**config.mk**
```make
export PLATFORM = sky130hd
export DESIGN_NAME = slice_shared_ram
export DESIGN_NICKNAME = d
export VERILOG_FILES = /design/src/rtl/slram_pkg.sv /design/src/rtl/ram_cell.sv /design/src/rtl/half_select.sv /design/src/rtl/slice_shared_ram.sv
export SDC_FILE = /design/constraint.sdc
export NUM_CORES = 1
export LEC_CHECK = 0
export CAP_MARGIN = 20
export CORE_MARGIN = 2
export CORE_UTILIZATION = 43
export CTS_CLUSTER_DIAMETER = 40
export DETAILED_ROUTE_END_ITERATION = 7
export GPL_ROUTABILITY_DRIVEN = 0
export PLACE_DENSITY = 0.65
export SLEW_MARGIN = 20
export SYNTH_ARGS = -nofsm -noshare
export SYNTH_HDL_FRONTEND = slang
export SYNTH_SLANG_ARGS = --single-unit
```
**constraint.sdc**
```tcl
create_clock -name clk -period 4.3 [get_ports clk]
set_clock_uncertainty 0.15 [all_clocks]
set_input_delay 0.86 -clock clk [delete_from_list [all_inputs] [get_ports clk]]
set_output_delay 0.86 -clock clk [all_outputs]
set_load 0.01 [all_outputs]
```
**src/rtl/slram_pkg.sv**
```systemverilog
package slram_pkg;

   typedef enum logic [1:0] {
      MODE_QUAD = 2'd0,
      MODE_WIDE = 2'd1,
      MODE_DEEP = 2'd2
   } slice_mode_e;

   localparam int CELL_ABITS = 6;
   localparam int CELL_DEPTH = 1 << CELL_ABITS;
   localparam int NUM_CELLS  = 4;

   function automatic int addr_bits(slice_mode_e m);
      return (m == MODE_DEEP) ? CELL_ABITS + 1 : CELL_ABITS - 1;
   endfunction

   function automatic int data_bits(slice_mode_e m);
      case (m)
         MODE_QUAD: return 2;
         MODE_WIDE: return 2 * (NUM_CELLS - 1);
         default:   return 1;
      endcase
   endfunction

   function automatic int read_addr_count(slice_mode_e m);
      return (m == MODE_QUAD) ? NUM_CELLS - 1 : 1;
   endfunction

   function automatic int read_port_count(slice_mode_e m);
      return (m == MODE_QUAD) ? NUM_CELLS : 1;
   endfunction

endpackage

```
**src/rtl/ram_cell.sv**
```systemverilog
module ram_cell #(
   parameter int                              BITS = 2,
   parameter bit                              TIED = 1'b0,
   parameter logic [slram_pkg::CELL_DEPTH-1:0] INIT = '0
) (
   input  logic                            clk,
   input  logic                            we,
   input  logic [slram_pkg::CELL_ABITS-1:0] wa,
   input  logic [BITS-1:0]                  wd,
   input  logic [slram_pkg::CELL_ABITS-1:0] ra,
   output logic [BITS-1:0]                  rq
);
   localparam int AB    = slram_pkg::CELL_ABITS;
   localparam int DEPTH = slram_pkg::CELL_DEPTH;

   if (BITS != 1 && BITS != 2) begin : g_bad_bits
      $error("ram_cell: BITS must be 1 or 2");
   end

   logic [DEPTH-1:0] mem = INIT;
   logic [AB-1:0]    ra_eff;

   assign ra_eff = TIED ? wa : ra;

   if (BITS == 2) begin : g_pair
      logic [AB-1:0] wa_hi, ra_hi;
      assign wa_hi = {~wa[AB-1], wa[AB-2:0]};
      assign ra_hi = {~ra_eff[AB-1], ra_eff[AB-2:0]};
      always_ff @(posedge clk) begin
         if (we) begin
            mem[wa]    <= wd[0];
            mem[wa_hi] <= wd[1];
         end
      end
      assign rq = {mem[ra_hi], mem[ra_eff]};
   end else begin : g_single
      always_ff @(posedge clk) begin
         if (we) mem[wa] <= wd[0];
      end
      assign rq = mem[ra_eff];
   end
endmodule

```
**src/rtl/half_select.sv**
```systemverilog
module half_select #(
   parameter int W = 1
) (
   input  logic         sel,
   input  logic [W-1:0] lo,
   input  logic [W-1:0] hi,
   output logic [W-1:0] y
);
   always_comb begin
      y = sel ? hi : lo;
   end
endmodule

```
**src/rtl/slice_shared_ram.sv**
```systemverilog
module slice_shared_ram
   import slram_pkg::*;
#(
   parameter slice_mode_e             MODE = MODE_QUAD,
   parameter logic [CELL_DEPTH-1:0]   INIT = '0,
   localparam int AW  = addr_bits(MODE),
   localparam int DW  = data_bits(MODE),
   localparam int NRA = read_addr_count(MODE),
   localparam int NRD = read_port_count(MODE)
) (
   input  logic                    clk,
   input  logic                    we,
   input  logic [AW-1:0]           waddr,
   input  logic [DW-1:0]           wdata,
   input  logic [NRA-1:0][AW-1:0]  raddr,
   output logic [NRD-1:0][DW-1:0]  rdata
);
   localparam int AB = CELL_ABITS;

   if (MODE != MODE_QUAD && MODE != MODE_WIDE && MODE != MODE_DEEP) begin : g_bad_mode
      $error("slice_shared_ram: unknown MODE");
   end
   if (NUM_CELLS != 4) begin : g_bad_cells
      $error("slice_shared_ram: arrangement assumes four cells");
   end

   logic [AW-1:0] chk_addr;

   if (MODE == MODE_QUAD) begin : g_quad
      for (genvar i = 0; i < NUM_CELLS; i++) begin : g_cell
         logic [AB-1:0] cra;
         if (i == 0) begin : g_tied
            assign cra = '0;
         end else begin : g_free
            assign cra = {1'b0, raddr[i-1]};
         end
         ram_cell #(.BITS(2), .TIED(i == 0), .INIT(INIT)) u_cell (
            .clk (clk),
            .we  (we),
            .wa  ({1'b0, waddr}),
            .wd  (wdata),
            .ra  (cra),
            .rq  (rdata[i])
         );
      end
      assign chk_addr = waddr;

      always_ff @(posedge clk) begin
         for (int k = 1; k < NUM_CELLS; k++) begin
            if (raddr[k-1] == waddr) begin
               assert_ports_agree_R4: assert (rdata[k] == rdata[0])
                  else $error("R4: port %0d disagrees with port 0", k);
            end
         end
      end
   end else if (MODE == MODE_WIDE) begin : g_wide
      for (genvar i = 1; i < NUM_CELLS; i++) begin : g_cell
         logic [1:0] cq;
         ram_cell #(.BITS(2), .TIED(1'b0), .INIT(INIT)) u_cell (
            .clk (clk),
            .we  (we),
            .wa  ({1'b0, waddr}),
            .wd  (wdata[2*i-2 +: 2]),
            .ra  ({1'b0, raddr[0]}),
            .rq  (cq)
         );
         assign rdata[0][2*i-2 +: 2] = cq;
      end
      assign chk_addr = raddr[0];
   end else begin : g_deep
      logic [1:0] half_we;
      logic [1:0] half_q;
      for (genvar h = 0; h < 2; h++) begin : g_half
         assign half_we[h] = we & (waddr[AW-1] == h[0]);
         ram_cell #(.BITS(1), .TIED(1'b0), .INIT(INIT)) u_cell (
            .clk (clk),
            .we  (half_we[h]),
            .wa  (waddr[AB-1:0]),
            .wd  (wdata),
            .ra  (raddr[0][AB-1:0]),
            .rq  (half_q[h])
         );
      end
      half_select #(.W(1)) u_sel (
         .sel (raddr[0][AW-1]),
         .lo  (half_q[0]),
         .hi  (half_q[1]),
         .y   (rdata[0])
      );
      assign chk_addr = raddr[0];

      always_ff @(posedge clk) begin
         assert_one_half_written_R6: assert ($onehot0(half_we))
            else $error("R6: both halves write-enabled");
      end
   end

   // Checker state: what the primary read port showed one cycle earlier.
   logic          prev_ok   = 1'b0;
   logic          prev_we   = 1'b0;
   logic [AW-1:0] prev_wa   = '0;
   logic [AW-1:0] prev_ra   = '0;
   logic [DW-1:0] prev_wd   = '0;
   logic [DW-1:0] prev_q    = '0;

   always_ff @(posedge clk) begin
      if (prev_ok && prev_we && chk_addr == prev_wa) begin
         assert_write_then_read_R9: assert (rdata[0] == prev_wd)
            else $error("R9: written word not visible after edge");
      end
      if (prev_ok && chk_addr == prev_ra && !(prev_we && prev_wa == prev_ra)) begin
         assert_unwritten_holds_R8: assert (rdata[0] == prev_q)
            else $error("R8: unwritten entry changed");
      end
      prev_ok <= 1'b1;
      prev_we <= we;
      prev_wa <= waddr;
      prev_ra <= chk_addr;
      prev_wd <= wdata;
      prev_q  <= rdata[0];
   end
endmodule

```
; Word-level counts from Yosys, hierarchy flattened
; Index checks and enable logic that the tools add are counted.
[word_totals]
register_bits = 256
latch_bits = 0
ram_bits = 0
rom_bits = 0
in_bits = 24
output_inout_bits = 8
word_cells = 44
n_memories = 0
[op_classes]
n_addsub = 0
mul = 0
div = 0
order_cmp = 10
eq_ne = 0
n_shift = 0
mux = 28
bitwise_logic = 0
n_reduce_logical = 2
[ops]
columns = operator, n
row1 = 64-bit bitwise mux, 8
row2 = 1-bit binary-select mux with 5-bit select, 8
row3 = "5-bit by 7-bit < comparator with 1-bit output, second input constant", 4
row4 = "6-bit by 7-bit < comparator with 1-bit output, second input constant", 4
row5 = 1-bit demux with 5-bit select, 2
row6 = 1-bit 2-to-1 mux, 10
row7 = "6-bit by 1-bit >= comparator with 1-bit output, second input constant", 1
row8 = "5-bit by 1-bit >= comparator with 1-bit output, second input constant", 1
row9 = 1-bit logical AND, 2

; Depth between registers and ports, before layout
[depth]
word_depth = 6
mapped_depth = 7
depth_no_buf = 5

; By module
; A second synthesis with hierarchy kept.
[hier_totals]
cells_unflattened = 1095
hier_area_um2 = 12460.7
[modules_own_cells]
columns = mod, instances, cells_each, area_each_um2, seq_area_each_um2
row1 = ram_cell at g_quad.g_cell[1].u_cell ..., 3, 271, 3095.5, 1921.8
row2 = ram_cell at g_quad.g_cell[0].u_cell, 1, 281, 3170.5, 1921.8
row3 = slice_shared_ram, 1, 1, 3.8, 0.0

; Least setup slack after synthesis
; Ideal clock, no wire load.
[synth_path]
path_kind = input-to-output
startpoint = in raddr[1] (netlist bit)
endpoint = out rdata[2] (netlist bit)
t_arrival_ns = 1.946
required_time_ns = 3.290
slack_ns = 1.344
stages = 7
n_path_buf = 3
cell_sequence = buf_2 -> buf_4 -> buf_6 -> mux2i_1 -> a22oi_1 -> a31oi_1 -> o311ai_1
[synth_rtl]
columns = element, line_no
row1 = from (decl), slice_shared_ram.sv:15  ; input logic [NRA-1:0][AW-1:0] raddr,
row2 = to (decl), slice_shared_ram.sv:16  ; output logic [NRD-1:0][DW-1:0] rdata

==> results.yml <==
status:
  status: "complete, no violations"
clocking:
  cts_buffer_depth: 2
  cts_buffers: 9
  cts_hold_buf: 0
  cts_setup_buffers: 0
  htreeDepth: 3
  clk_pin_slew_worst_paths_ps: 70
  cts-root-buf: "clkbuf_8"
  cts_sinks: 64
  cts_resized: 0
  cts_tree: "done"
yosys:
  synth-seq-area-share_pct: 42.0
  ys.flop_type: "edfxtp_1"
  syn_inst: 411
  synth-edff-count: 64
  syn_nets: 435
  yosys_warnings: 0
  syn-mean-instance-area_sq_um: 11.1
  ys_types: 28
  ys_ff_latch: 64
  syn-cell-area_sq_um: 4580
  async_flop_share_pct: 0
pwr:
  internal-power_mw: 1.06
  seqPwrFrac_pct: 48.4
  p_comb_share_pct: 17.4
  p_leak_nw: 1.83
  peakVddDrop_mv: 0.175
  clkPwrFrac_pct: 34.2
  p_per_area_nw_per_um2: 276
  switching_share_pct: 26.5
  p_sw_mw: 0.382
worst_setup_path:
  cp_slowest_cell: "clkdlybuf4s50_1"
  crit_path_frequent_cell: "clkdlybuf4s50_1"
  crit_fanout: 8
  worstPathRequired_ps: 3290
  crit_path_max_incr_delay_ps: 650
  crit_arrival_ps: 3160
  cp-start-kind: "input port"
  crit_chain: "clkdlybuf4s50_1 -> and2_1 -> a22oi_1 -> nand2_1 -> o311ai_1 -> clkdlybuf4s50_1"
  path_class: "in -> out"
  end_kind: "output pin"
final_layout:
  diodes: 0
  layout.cells.non_filler: 579
  area_delta_synth_final_pct: 14.0
  nFillCells: 920
  regArea_sq_um: 1920
  finish.utilization_pct: 50.6
  drive_above_1_share_pct: 12.2
  num-nets-final: 463
  multiInputGateArea_sq_um: 2490
  reg.largest.list: "g_quad.g_cell.u_cell.mem x64"
  regMostFlops: "g_quad.g_cell.u_cell.mem"
  largest_reg_flops: 64
floorplan:
  rows: 37
  fp.dieW_microns: 107
  initial_core_util_pct: 44.4
  coreArea_sq_um: 10300
  dieArea_sq_um: 11500
  num_io_pins: 32
  die_h_microns: 107
sta:
  fmax_mhz: 240
  fin_tns_setup_ps: 0
  fin_crit_sh_pct: 97.0
  hold_viol: 0
  slew_headroom_pct: 60.2
  rsz0062_at_grt: "no"
  fin_hold_ws_ps: 920
  worst-slew-pin-transition_ps: 597
  period_needed_ps: 4170
  slew_viol_final: 0
  setup_viol: 0
global_routing:
  antenna_found_initial: 0
  grt_pass1_wl_microns: 21300
  grt_max_degree: 33
  grt_pass1_vias: 3615
  grt_overflow: 0
  track_usage_pct: 25.4
detailed_routing:
  drtAntennaViolNets: 0
  finalWirelength_microns: 14200
  routedWlPerCell_microns: 24.5
  vias: 3751
  via_per_inst: 6.48
  drt_iter0_drc: 314
  drt_first_pass_iters: 5
  drc: 0
flow_run:
  maxCapViolations: 0
placed_design:
  portBuffers: 31
  dp_hpwl_microns: 10000
  dp.cells: 564
hold_path:
  hold_class: "in -> reg"
-- cell usage in the layout, fill, tap and decap left out --
cell type / instances
nor2b_1: 9
clkdlybuf4s50_1: 27
buf_12: 3
nand3b_1: 4
nor3b_1: 2
clkbuf_1: 1
nor3_1: 1
mux4_1: 3
nor2_2: 1
edfxtp_1: 64
nand4b_1: 6
bufinv_16: 1
mux4_2: 13
clkinv_1: 1
a21oi_1: 10
buf_2: 4
or3_1: 1
nand4_1: 2
buf_6: 1
a22oi_1: 46
or2_2: 1
o311ai_1: 6
nand2_1: 21
and4b_1: 6
mux2i_1: 96
nand3_1: 3
and3_1: 1
clkbuf_8: 9
clkinv_2: 3
a31oi_1: 6
nor2b_2: 2
or3b_2: 2
buf_4: 14
and2_1: 4
nor2_1: 69
-- per-stage QoR --
stage / setup WS (ps) / power, mW / instance area, sq um
after CTS: 49.7 / 1.44 / 5220
after floorplan: 1340 / 0.853 / 4580
after detailed placement: 92.3 / 0.955 / 5040
final: 131 / 1.44 / 5220
after global placement: 68.6 / 0.954 / 5040
after global routing: 53.1 / 1.48 / 5220
-- synthesized netlist by cell type (3+ instances only) --
cell type / n / area share [%]
nand2_1: 21 / 1.7
buf_4: 6 / 0.98
buf_6: 4 / 0.98
and4b_1: 6 / 1.3
buf_2: 5 / 0.55
clkbuf_1: 15 / 1.2
mux4_2: 13 / 6.4
a22oi_1: 46 / 7.5
nand4b_1: 6 / 1.1
and2_1: 4 / 0.55
nand3b_1: 4 / 0.66
mux4_1: 3 / 1.7
nor2b_1: 11 / 1.5
mux2i_1: 96 / 21
a31oi_1: 6 / 0.82
nor2_1: 70 / 5.7
o311ai_1: 6 / 1.1
nand3_1: 3 / 0.33
edfxtp_1: 64 / 42
a21oi_1: 10 / 1.1
-- power by group through the flow --
stage               Clock, mW  Combinational (mW)  Sequential [mW]
CTS                     0.498               0.245            0.698
detailed placement          0               0.243            0.711
global route            0.523               0.262            0.698
finish                  0.493               0.250            0.698
floorplan                   0               0.145            0.707
global placement            0               0.242            0.711
-- critical path, delay by kind of cell --
| family | cells | cell delay (ps) |
|---|---|---|
| buf+inv | 2 | 1130 |
| compound gates | 2 | 730 |
| simple gates | 2 | 420 |
-- path summary, 6_finish.rpt --
kind | cells after the start | start | endpoint | slack, ps
setup / recovery | 6 | raddr[0] | rdata[3] | 130
hold / removal | 1 | wdata[0] | g_quad.g_cell[0].u_cell.mem[23] | 920
-- logic make-up after synthesis --
logic type             after synthesis  synth area share (%)
buffers and inverters               32                  3.91
DFF                                 64                  42.0
muxes                              112                  29.1
AOI/OAI and AO/OA                   68                  10.6
and+or+nand+nor                    135                  14.4
-- cell type report --
class	count	area share, %
multi-input combinational	315	47.6
sequential	64	36.8
timing repair buffer	49	8.94
tap	136	3.26
clock buffer	10	2.44
clock inverter	5	0.934
-- per-layer routing --
metal | vias to the layer above | part of all wire (%) | GRT usage [%] | wire length, microns
met5 | - | 0 | 0 | 0
met4 | 0 | 2.9 | 8.35 | 404
met3 | 35 | 9.7 | 7.66 | 1370
met2 | 228 | 42 | 35.5 | 5990
met1 | 1832 | 45 | 37.4 | 6400
li1 | 1656 | - | - | -
(Power assumes the default switching activity.)
